`src/rtl/regwin_pkg.sv`:
```
package regwin_pkg;
  typedef enum logic [1:0] {
    SPACE_OTHER = 2'd0,
    SPACE_CTRL  = 2'd1,
    SPACE_MEM   = 2'd2
  } space_e;
endpackage

```
`src/rtl/regwin_space_decode.sv`:
```
module regwin_space_decode
  import regwin_pkg::*;
#(
  parameter int                     FC_W        = 4,
  parameter logic [FC_W-1:0]        CTRL_FC     = 4'h7,
  parameter logic [(1<<FC_W)-1:0]   MEM_FC_MASK = 16'h0066
) (
  input  logic [FC_W-1:0] fc,
  output space_e          space
);
  localparam int FC_N = 1 << FC_W;

  logic [FC_N-1:0] is_mem;

  // One flag per function code, taken from the mask.
  // The control code is forced out of the memory set.
  for (genvar g = 0; g < FC_N; g++) begin : g_code
    assign is_mem[g] = MEM_FC_MASK[g] && (g != int'(CTRL_FC));
  end

  always_comb begin
    if (fc == CTRL_FC)  space = SPACE_CTRL;
    else if (is_mem[fc]) space = SPACE_MEM;
    else                space = SPACE_OTHER;
  end
endmodule

```
`src/rtl/regwin_base_reg.sv`:
```
module regwin_base_reg #(
  parameter int ADDR_W   = 32,
  parameter int WIN_BITS = 12
) (
  input  logic                     clk,
  input  logic                     rst,
  input  logic                     wr_en,
  input  logic [ADDR_W-1:0]        wdata,
  output logic [ADDR_W-WIN_BITS-1:0] base_q,
  output logic                     base_en
);
  localparam int BASE_W = ADDR_W - WIN_BITS;

  always_ff @(posedge clk) begin
    if (rst) begin
      base_q  <= '0;
      base_en <= 1'b0;
    end else if (wr_en) begin
      base_q  <= wdata[ADDR_W-1:WIN_BITS];
      base_en <= wdata[0];
    end
  end

  logic unused_low;
  assign unused_low = ^wdata[WIN_BITS-1:1] ^ (BASE_W == 0);
endmodule

```
`src/rtl/regwin_match.sv`:
```
module regwin_match #(
  parameter int ADDR_W   = 32,
  parameter int WIN_BITS = 12
) (
  input  logic                       strobe,
  input  logic                       mem_cycle,
  input  logic [ADDR_W-1:0]          addr,
  input  logic [ADDR_W-WIN_BITS-1:0] base_q,
  input  logic                       base_en,
  output logic                       hit,
  output logic [WIN_BITS-1:0]        offset
);
  logic page_eq;

  assign page_eq = (addr[ADDR_W-1:WIN_BITS] == base_q);
  assign hit     = strobe && mem_cycle && base_en && page_eq;
  assign offset  = hit ? addr[WIN_BITS-1:0] : '0;
endmodule

```
`src/rtl/regwin_decoder.sv`:
```
module regwin_decoder
  import regwin_pkg::*;
#(
  parameter int                    ADDR_W      = 32,
  parameter int                    FC_W        = 4,
  parameter int                    WIN_BITS    = 12,
  parameter logic [FC_W-1:0]       CTRL_FC     = 4'h7,
  parameter logic [(1<<FC_W)-1:0]  MEM_FC_MASK = 16'h0066,
  parameter logic [ADDR_W-1:0]     BASE_LOC    = 32'h0003_FF00
) (
  input  logic                clk,
  input  logic                rst,
  input  logic                bus_valid,
  input  logic                bus_write,
  input  logic [FC_W-1:0]     bus_fc,
  input  logic [ADDR_W-1:0]   bus_addr,
  input  logic [ADDR_W-1:0]   bus_wdata,
  output logic [ADDR_W-1:0]   bus_rdata,
  output logic                win_sel,
  output logic [WIN_BITS-1:0] win_offset
);
  localparam int BASE_W = ADDR_W - WIN_BITS;

  space_e              space;
  logic                ctrl_hit;
  logic                base_wr;
  logic                base_rd;
  logic [BASE_W-1:0]   base_q;
  logic                base_en;

  regwin_space_decode #(
    .FC_W(FC_W), .CTRL_FC(CTRL_FC), .MEM_FC_MASK(MEM_FC_MASK)
  ) u_space (
    .fc(bus_fc), .space(space)
  );

  assign ctrl_hit = bus_valid && (space == SPACE_CTRL) && (bus_addr == BASE_LOC);
  assign base_wr  = ctrl_hit && bus_write;
  assign base_rd  = ctrl_hit && !bus_write;

  regwin_base_reg #(
    .ADDR_W(ADDR_W), .WIN_BITS(WIN_BITS)
  ) u_base (
    .clk(clk), .rst(rst), .wr_en(base_wr), .wdata(bus_wdata),
    .base_q(base_q), .base_en(base_en)
  );

  regwin_match #(
    .ADDR_W(ADDR_W), .WIN_BITS(WIN_BITS)
  ) u_match (
    .strobe(bus_valid), .mem_cycle(space == SPACE_MEM), .addr(bus_addr),
    .base_q(base_q), .base_en(base_en), .hit(win_sel), .offset(win_offset)
  );

  always_comb begin
    if (base_rd) bus_rdata = {base_q, {(WIN_BITS-1){1'b0}}, base_en};
    else         bus_rdata = '0;
  end
endmodule

```
`config.mk`:
```
export PLATFORM = sky130hd
export DESIGN_NAME = regwin_decoder
export DESIGN_NICKNAME = d
export VERILOG_FILES = /design/src/rtl/regwin_pkg.sv /design/src/rtl/regwin_space_decode.sv /design/src/rtl/regwin_base_reg.sv /design/src/rtl/regwin_match.sv /design/src/rtl/regwin_decoder.sv
export SDC_FILE = /design/constraint.sdc
export NUM_CORES = 1
export LEC_CHECK = 0
export ABC_AREA = 1
export BUFFER_PORTS_ARGS = -buffer_cell sky130_fd_sc_hd__buf_2
export CAP_MARGIN = 15
export CELL_PAD_IN_SITES_DETAIL_PLACEMENT = 1
export CELL_PAD_IN_SITES_GLOBAL_PLACEMENT = 1
export CORE_MARGIN = 5
export CORE_UTILIZATION = 24
export CTS_CLUSTER_DIAMETER = 120
export CTS_CLUSTER_SIZE = 20
export DETAILED_ROUTE_END_ITERATION = 10
export GPL_TIMING_DRIVEN = 0
export PLACE_DENSITY = 0.76
export SKIP_LAST_GASP = 1
export SLEW_MARGIN = 40
export SYNTH_ARGS = -nofsm -noshare
export SYNTH_HDL_FRONTEND = slang
export SYNTH_SLANG_ARGS = --single-unit
```
`constraint.sdc`:
```
create_clock -name clk -period 1.5 [get_ports clk]
set_clock_uncertainty 0.1 [all_clocks]
set_input_delay 0.225 -clock clk [delete_from_list [all_inputs] [get_ports clk]]
set_output_delay 0.225 -clock clk [all_outputs]
set_load 0.05 [all_outputs]
```
==> out/summary.json, run 1 <==
{
  "largest_stage_delay_worst_path": {"value": 0.33, "unit": "ns"},
  "drc": {"value": 0},
  "port-buffer-count": {"value": 94},
  "violations": {"value": "setup timing"},
  "critPathTopFamily": {"value": "simple AND/OR/NAND/NOR gates"},
  "synthFlopType": {"value": "sky130_fd_sc_hd__dfxtp_1"},
  "synth.distinct_cells": {"value": 27},
  "grt_pass1_vias": {"value": 2699},
  "grt_pass1_wl": {"value": 13100, "unit": "um"},
  "i_o_pin_count": {"value": 117},
  "synth_mux_area_frac": {"value": 0},
  "postSynthAreaPerCell": {"value": 5.33, "unit": "um^2"},
  "cts_tree": {"value": "built"},
  "path_max_fanout": {"value": 4},
  "cts_buffers": {"value": 3},
  "crit_path_arrival_time": {"value": 1.79, "unit": "ns"},
  "post_drt_via_cell_ratio": {"value": 4.36},
  "wl_met1": {"value": 3400, "unit": "um"},
  "async_flop_share": {"value": 0},
  "yosysWarnings": {"value": 0},
  "core_area": {"value": 7730, "unit": "um^2"},
  "detailroute.wirelength.met2": {"value": 4240, "unit": "um"},
  "drt_pass1_iterations": {"value": 4},
  "dominant_combinational_cell_family_by_area_after_synthesis": {"value": "simple AND/OR/NAND/NOR gates"},
  "drv_cap": {"value": 0},
  "post-synth-top-area-fraction": {"value": 0.220},
  "largest_net_degree_at_the_start_of_global_routing": {"value": 12},
  "synth_cells": {"value": 358},
  "adder_cell_share_of_the_synthesized_area": {"value": 0.00655},
  "dpl-instance-area": {"value": 2860, "unit": "um^2"},
  "die_y": {"value": 99.2, "unit": "um"},
  "wl_met3": {"value": 476, "unit": "um"},
  "synth_enable_flop_cells": {"value": 0},
  "antenna_violations_before_repair": {"value": 0},
  "path_class": {"value": "reg -> out"},
  "fmax": {"value": 473, "unit": "MHz"},
  "synth_compound_gate_area_share": {"value": 0.0419},
  "vias": {"value": 2528},
  "worst_ep_required_time": {"value": 1.17, "unit": "ns"},
  "count_of_final_max_slew_check_failures": {"value": 0},
  "reg2reg_slack": {"value": 0.67, "unit": "ns"},
  "die_area": {"value": 9840, "unit": "um^2"},
  "detailed_place_hpwl": {"value": 6380, "unit": "um"},
  "buffer_type_at_the_clock_tree_root": {"value": "sky130_fd_sc_hd__clkbuf_8"},
  "worst_hold_path_type": {"value": "in -> reg"},
  "finalCriticalPeriod": {"value": 2.11, "unit": "ns"},
  "setup.worst_path.end_class": {"value": "output pin"},
  "rsz0062_at_grt": {"value": "true"},
  "worst_setup_hold_path_clk_slew": {"value": 0.08, "unit": "ns"},
  "hold_viol_final": {"value": 0},
  "power_per_cell_area": {"value": 385, "unit": "nW/um^2"},
  "outcome": {"value": "complete, but fails checks"},
  "clk_latency": {"value": 0.26, "unit": "ns"},
  "die_x_extent": {"value": 99.2, "unit": "um"},
  "setup_viol_count_final": {"value": 34},
  "num_antenna_cells": {"value": 0},
  "synth_area_leader_cell": {"value": "sky130_fd_sc_hd__dfxtp_1"},
  "final_antenna_net_count": {"value": 0},
  "final_routed_wirelength": {"value": 8250, "unit": "um"},
  "final_design_area_no_fill": {"value": 3460, "unit": "um^2"},
  "yosys-top-cells-area": {"value": "sky130_fd_sc_hd__dfxtp_1, sky130_fd_sc_hd__nor2_1, sky130_fd_sc_hd__inv_1"},
  "cts.sink_count": {"value": 21},
  "yosys.area_share.simple": {"value": 0.457},
  "h-tree-depth": {"value": 1},
  "slowest_stage": {"value": "sky130_fd_sc_hd__dfxtp_1"},
  "grtUsageTotal": {"value": 0.163},
  "total_number_of_placement_rows": {"value": 32},
  "initial_utilization": {"value": 0.247},
  "final.setup.worst_slack": {"value": -0.613, "unit": "ns"},
  "final.period_utilization": {"value": 1.41},
  "area_growth_syn_to_layout": {"value": 81.1, "unit": "%"},
  "register_bit_total_from_synthesis": {"value": 21},
  "post_route_cells_drive_above_1_share": {"value": 0.448},
  "power.leakage": {"value": 1.65, "unit": "nW"},
  "synth-xor-area-share": {"value": 0.0229},
  "nFillCells": {"value": 1026},
  "path_buf_inv": {"value": 3},
  "ir_drop": {"value": 0.238, "unit": "mV"},
  "drt-wirelength-per-cell": {"value": 14.2, "unit": "um"},
  "power.total": {"value": 1.33, "unit": "mW"},
  "sequential_cell_area_fraction_in_the_yosys_report": {"value": 0.220},
  "globalRouteOverflowTotal": {"value": 0},
  "finalWeightedCongestion": {"value": 0.845},
  "utilization": {"value": 0.448},
  "buffers_from_clock_root_to_sink_at_most": {"value": 2},
  "detail_route.iter0.violations": {"value": 38},
  "synth_area": {"value": 1910, "unit": "um^2"},
  "timing.critical_path.from_type": {"value": "register"},
  "critical_path.cell_chain": {"value": "inv_2 -> nand2_1 -> o21ai_0 -> nor2_1 -> nand2_1 -> nor2_2 -> nand3_2 -> buf_4 -> nor2_2 -> buf_6"},
  "maxUsedRoutingLayer": {"value": "met4"},
  "nets": {"value": 552}
}
cells in the final DEF, fill, tap and decap left out, drive strengths merged:
master      n
a21oi       2
buf       126
clkbuf      8
clkinvlp    1
conb       11
dfxtp      21
ha          1
inv        84
nand2      81
nand3       6
nand3b      1
nand4      23
nor2       92
nor3        3
o211ai      1
o21ai       5
o22ai       6
or2         1
xnor2       3
xor2        2
layer usage:
layer  up-vias  track usage
li1       1280            -
met1      1160        0.197
met2        77        0.297
met3        11       0.0288
met4         0       0.0389
met5         -            0
report_power, final:
part / internal, mW / switching, mW
clock network: 0.190 / 0.196
logic: 0.159 / 0.230
registers: 0.557 / 0.00000000000320
total: 0.905 / 0.426
flip-flops by register name, indices dropped and copies added, names as in the netlist:
name	cells
u_base.base_en	1
u_base.base_q	20
Yosys cell counts (2+ instances only):
master                     count
sky130_fd_sc_hd__xor2_1        2
sky130_fd_sc_hd__buf_1         2
sky130_fd_sc_hd__buf_4        13
sky130_fd_sc_hd__buf_6         2
sky130_fd_sc_hd__buf_2         3
sky130_fd_sc_hd__a21oi_1       2
sky130_fd_sc_hd__o22ai_1       6
sky130_fd_sc_hd__inv_1        84
sky130_fd_sc_hd__nand2_1      78
sky130_fd_sc_hd__clkbuf_1      4
sky130_fd_sc_hd__nand4_1      23
sky130_fd_sc_hd__o21ai_0       5
sky130_fd_sc_hd__nor2_1       91
sky130_fd_sc_hd__nand3_1       5
sky130_fd_sc_hd__xnor2_1       3
sky130_fd_sc_hd__nor3_1        2
sky130_fd_sc_hd__dfxtp_1      21
sky130_fd_sc_hd__nand2_2       3
cell families (layout without fill, tap and decap cells):
| logic type | after synthesis | count (layout) |
|---|---|---|
| simple gates | 207 | 207 |
| buf+inv | 109 | 219 |
| flops | 21 | 21 |
| compound gates | 14 | 14 |
| xor+xnor | 5 | 5 |
| fa+ha+maj | 1 | 1 |
| other cells | 1 | 11 |
cell type report:
class	instances	area, um^2	area share
plain buffers	22	165	0.0478
clock buffers	4	45.0	0.0130
inverters	85	323	0.0933
multi-input cells	238	1400	0.404
flip-flops and latches	21	422	0.122
well taps	102	128	0.0369
repair buffers	108	977	0.283
per-stage QoR:
step           TNS (ns)  hold slack, ns  std cells  setup slack, ns
6_report         -14.50           0.119        580           -0.613
3_5_place_dp     -23.04           0.410        564           -0.598
3_3_place_gp     -20.56           0.392        564           -0.573
2_1_floorplan     -5.62           0.291        368           -0.228
5_1_grt          -17.83           0.136        580           -0.720
4_1_cts          -16.05           0.125        582           -0.535
tightest hold or removal path, stage by stage:
cell and delay (ns):
sky130_fd_sc_hd__buf_2 0.08, sky130_fd_sc_hd__inv_1 0.05, sky130_fd_sc_hd__nand2_1 0.06, sky130_fd_sc_hd__nor2_1 0.03
final timing paths:
| kind | startpoint | endpoint | cells after the start |
|---|---|---|---|
| max reg2reg | u_base.base_q[16] | u_base.base_q[16] | 4 |
| max | u_base.base_q[0] | win_offset[0] | 10 |
| min reg2reg | u_base.base_q[4] | u_base.base_q[4] | 4 |
| min | rst | u_base.base_q[0] | 4 |
repair_timing:
item / in CTS / in global routing
setup buffers: 22 / 6
hold buffers: 0 / 0
setup endpoints to repair: 35 / 55
gates cloned: 3 / 1
resized for setup: 110 / 55
pin swaps: 16 / 26
Note: power is estimated with default switching activity, not from simulation.
==> inputs of run 2 (changes only) <==
==> constraint.sdc (replaced) <==
create_clock -name clk -period 1.5 [get_ports clk]
set_clock_uncertainty 0.1 [all_clocks]
set_input_delay 0.225 -clock clk [delete_from_list [all_inputs] [get_ports clk]]
set_output_delay 0.225 -clock clk [all_outputs]
set_load 0.02 [all_outputs]
==> run 2 against run 1 <==
Against the previous run: sequential share of layout area is 0.16 points lower; global-route usage is 0.12 points lower; count of clock-buffer cells in the layout stayed put; flip-flop and latch count stayed put; sequential power hardly changed; largest power group unchanged; the run still ends with setup timing left; utilization is 0.71 points higher.
==> out/summary.json, run 2 (synthesized netlist as in run 1, its figures left out) <==
{
  "drt-wirelength-per-cell": {"value": 14.9, "unit": "um"},
  "total_number_of_placement_rows": {"value": 32},
  "cts_buffers": {"value": 3},
  "fmax": {"value": 483, "unit": "MHz"},
  "worst_hold_path_type": {"value": "in -> reg"},
  "power.leakage": {"value": 1.68, "unit": "nW"},
  "cts_tree": {"value": "built"},
  "setup.worst_path.end_class": {"value": "output pin"},
  "h-tree-depth": {"value": 1},
  "outcome": {"value": "complete, but fails checks"},
  "die_area": {"value": 9840, "unit": "um^2"},
  "mostFrequentLayoutCells": {"value": "sky130_fd_sc_hd__inv_1, sky130_fd_sc_hd__nand2_1, sky130_fd_sc_hd__buf_6, sky130_fd_sc_hd__nor2_1, sky130_fd_sc_hd__nor2_4"},
  "antenna_violations_before_repair": {"value": 1},
  "buffer_type_at_the_clock_tree_root": {"value": "sky130_fd_sc_hd__clkbuf_8"},
  "slowest_stage": {"value": "sky130_fd_sc_hd__dfxtp_1"},
  "rsz0062_at_grt": {"value": "true"},
  "power_per_cell_area": {"value": 374, "unit": "nW/um^2"},
  "worst_setup_hold_path_clk_slew": {"value": 0.09, "unit": "ns"},
  "largest_stage_delay_worst_path": {"value": 0.33, "unit": "ns"},
  "port-buffer-count": {"value": 94},
  "final.setup.worst_slack": {"value": -0.570, "unit": "ns"},
  "initial_utilization": {"value": 0.247},
  "drt_pass1_iterations": {"value": 5},
  "largest-register": {"value": "u_base.base_q"},
  "ir_drop": {"value": 0.503, "unit": "mV"},
  "drv_cap": {"value": 0},
  "detail_route.iter0.violations": {"value": 58},
  "area_growth_syn_to_layout": {"value": 84.0, "unit": "%"},
  "dpl-instance-area": {"value": 2680, "unit": "um^2"},
  "hold_viol_final": {"value": 0},
  "detailed_place_hpwl": {"value": 6360, "unit": "um"},
  "final_design_area_no_fill": {"value": 3510, "unit": "um^2"},
  "num_antenna_cells": {"value": 0},
  "core_area": {"value": 7730, "unit": "um^2"},
  "die_x_extent": {"value": 99.2, "unit": "um"},
  "tns": {"value": -14.68, "unit": "ns"},
  "setup_viol_count_final": {"value": 34},
  "drc": {"value": 0},
  "cts_hold_buf": {"value": 0},
  "finalCriticalPeriod": {"value": 2.07, "unit": "ns"},
  "largest_net_degree_at_the_start_of_global_routing": {"value": 12},
  "power.total": {"value": 1.32, "unit": "mW"},
  "globalRouteOverflowTotal": {"value": 0},
  "nets": {"value": 554},
  "die_y": {"value": 99.2, "unit": "um"},
  "violations": {"value": "setup timing"},
  "clk_latency": {"value": 0.26, "unit": "ns"},
  "count_of_final_max_slew_check_failures": {"value": 0},
  "grt_pass1_vias": {"value": 2675},
  "largest_reg_flops": {"value": 20},
  "final_antenna_net_count": {"value": 0},
  "post_route_cells_drive_above_1_share": {"value": 0.444},
  "i_o_pin_count": {"value": 117},
  "path_max_fanout": {"value": 5},
  "final_routed_wirelength": {"value": 8670, "unit": "um"},
  "finalWeightedCongestion": {"value": 0.888},
  "grt_pass1_wl": {"value": 13000, "unit": "um"},
  "critical_path.cell_chain": {"value": "inv_1 -> o22ai_1 -> nor2_1 -> nand2_1 -> nor2_2 -> nand3_4 -> buf_12 -> nor2_4 -> buf_6"},
  "grtUsageTotal": {"value": 0.162},
  "timing.critical_path.from_type": {"value": "register"},
  "post_drt_via_cell_ratio": {"value": 4.40},
  "final.period_utilization": {"value": 1.38},
  "largest_registers": {"value": "u_base.base_q x20, u_base.base_en x1"},
  "cts.sink_count": {"value": 21},
  "path_class": {"value": "reg -> out"},
  "crit_path_arrival_time": {"value": 1.75, "unit": "ns"},
  "worst_ep_required_time": {"value": 1.17, "unit": "ns"},
  "buffers_from_clock_root_to_sink_at_most": {"value": 2},
  "vias": {"value": 2561},
  "layout.cells.most_common": {"value": "sky130_fd_sc_hd__inv_1"}
}
==> run 2: changes by cell type in the layout (fill, tap and decap cells not counted), moves of 3 or more <==
cell,previous run,this run
sky130_fd_sc_hd__buf_8,11,3
sky130_fd_sc_hd__buf_6,41,53
sky130_fd_sc_hd__buf_2,45,39
sky130_fd_sc_hd__nor2_2,12,8
sky130_fd_sc_hd__buf_4,22,26
sky130_fd_sc_hd__nand2_1,74,70
sky130_fd_sc_hd__nor2_4,37,40
sky130_fd_sc_hd__nand2_2,7,10
sky130_fd_sc_hd__inv_1,63,71
sky130_fd_sc_hd__inv_2,21,14
==> run 2: stage by stage <==
stage | setup WS, ns | hold slack (ns) | util | instances
after detailed placement | -0.506 | 0.404 | 0.347 | 564
after global placement | -0.448 | 0.397 | 0.347 | 564
final | -0.570 | 0.125 | 0.455 | 582
after global routing | -0.657 | 0.155 | 0.455 | 582
after floorplan | -0.0610 | 0.291 | - | 368
after CTS | -0.510 | 0.123 | 0.410 | 576
==> run 2: worst max-delay path: cells and delay by family (launching register included) <==
family          cells  cell delay [ns]
compound gates      1             0.12
buf+inv             3             0.46
flops               1             0.33
simple gates        5             0.58
==> run 2: worst paths after layout <==
| check | endpoint | start | slack [ns] | cells past startpoint |
|---|---|---|---|---|
| worst max-delay path | win_offset[10] | u_base.base_q[13] | -0.57 | 9 |
| worst min-delay path | u_base.base_q[0] | rst | 0.12 | 4 |
| worst max register to register | u_base.base_q[19] | u_base.base_q[19] | 0.64 | 4 |
| worst min register to register | u_base.base_q[18] | u_base.base_q[18] | 0.50 | 4 |
==> run 2: area by class of cell <==
class	instances	area [um^2]
sequential	21	423
tap	102	128
multi-input combinational	238	1440
buffer	24	205
timing repair buffer	108	957
fill	1008	4210
clock buffer	4	45.0
inverter	85	319
==> run 2: timing repair <==
action | CTS | global route
pin swaps | 10 | 27
gates resized for setup | 114 | 88
setup endpoints to repair | 34 | 54
cloned | 2 | 1
buffers inserted | 6 | 6
==> run 2: report_power, final <==
group / leakage [nW] / internal [mW] / switching, mW
registers: 0.170 / 0.557 / 0.00000000000312
logic: 1.49 / 0.172 / 0.198
clock network: 0.0228 / 0.189 / 0.199
==> run 2: metal layers <==
layer  up-vias  track usage  wire (um)
met2        87        0.287       4440
met1      1170        0.198       3430
li1       1286            -          -
met3        16       0.0386        597
met5         -            0         13
met4         2       0.0336        187
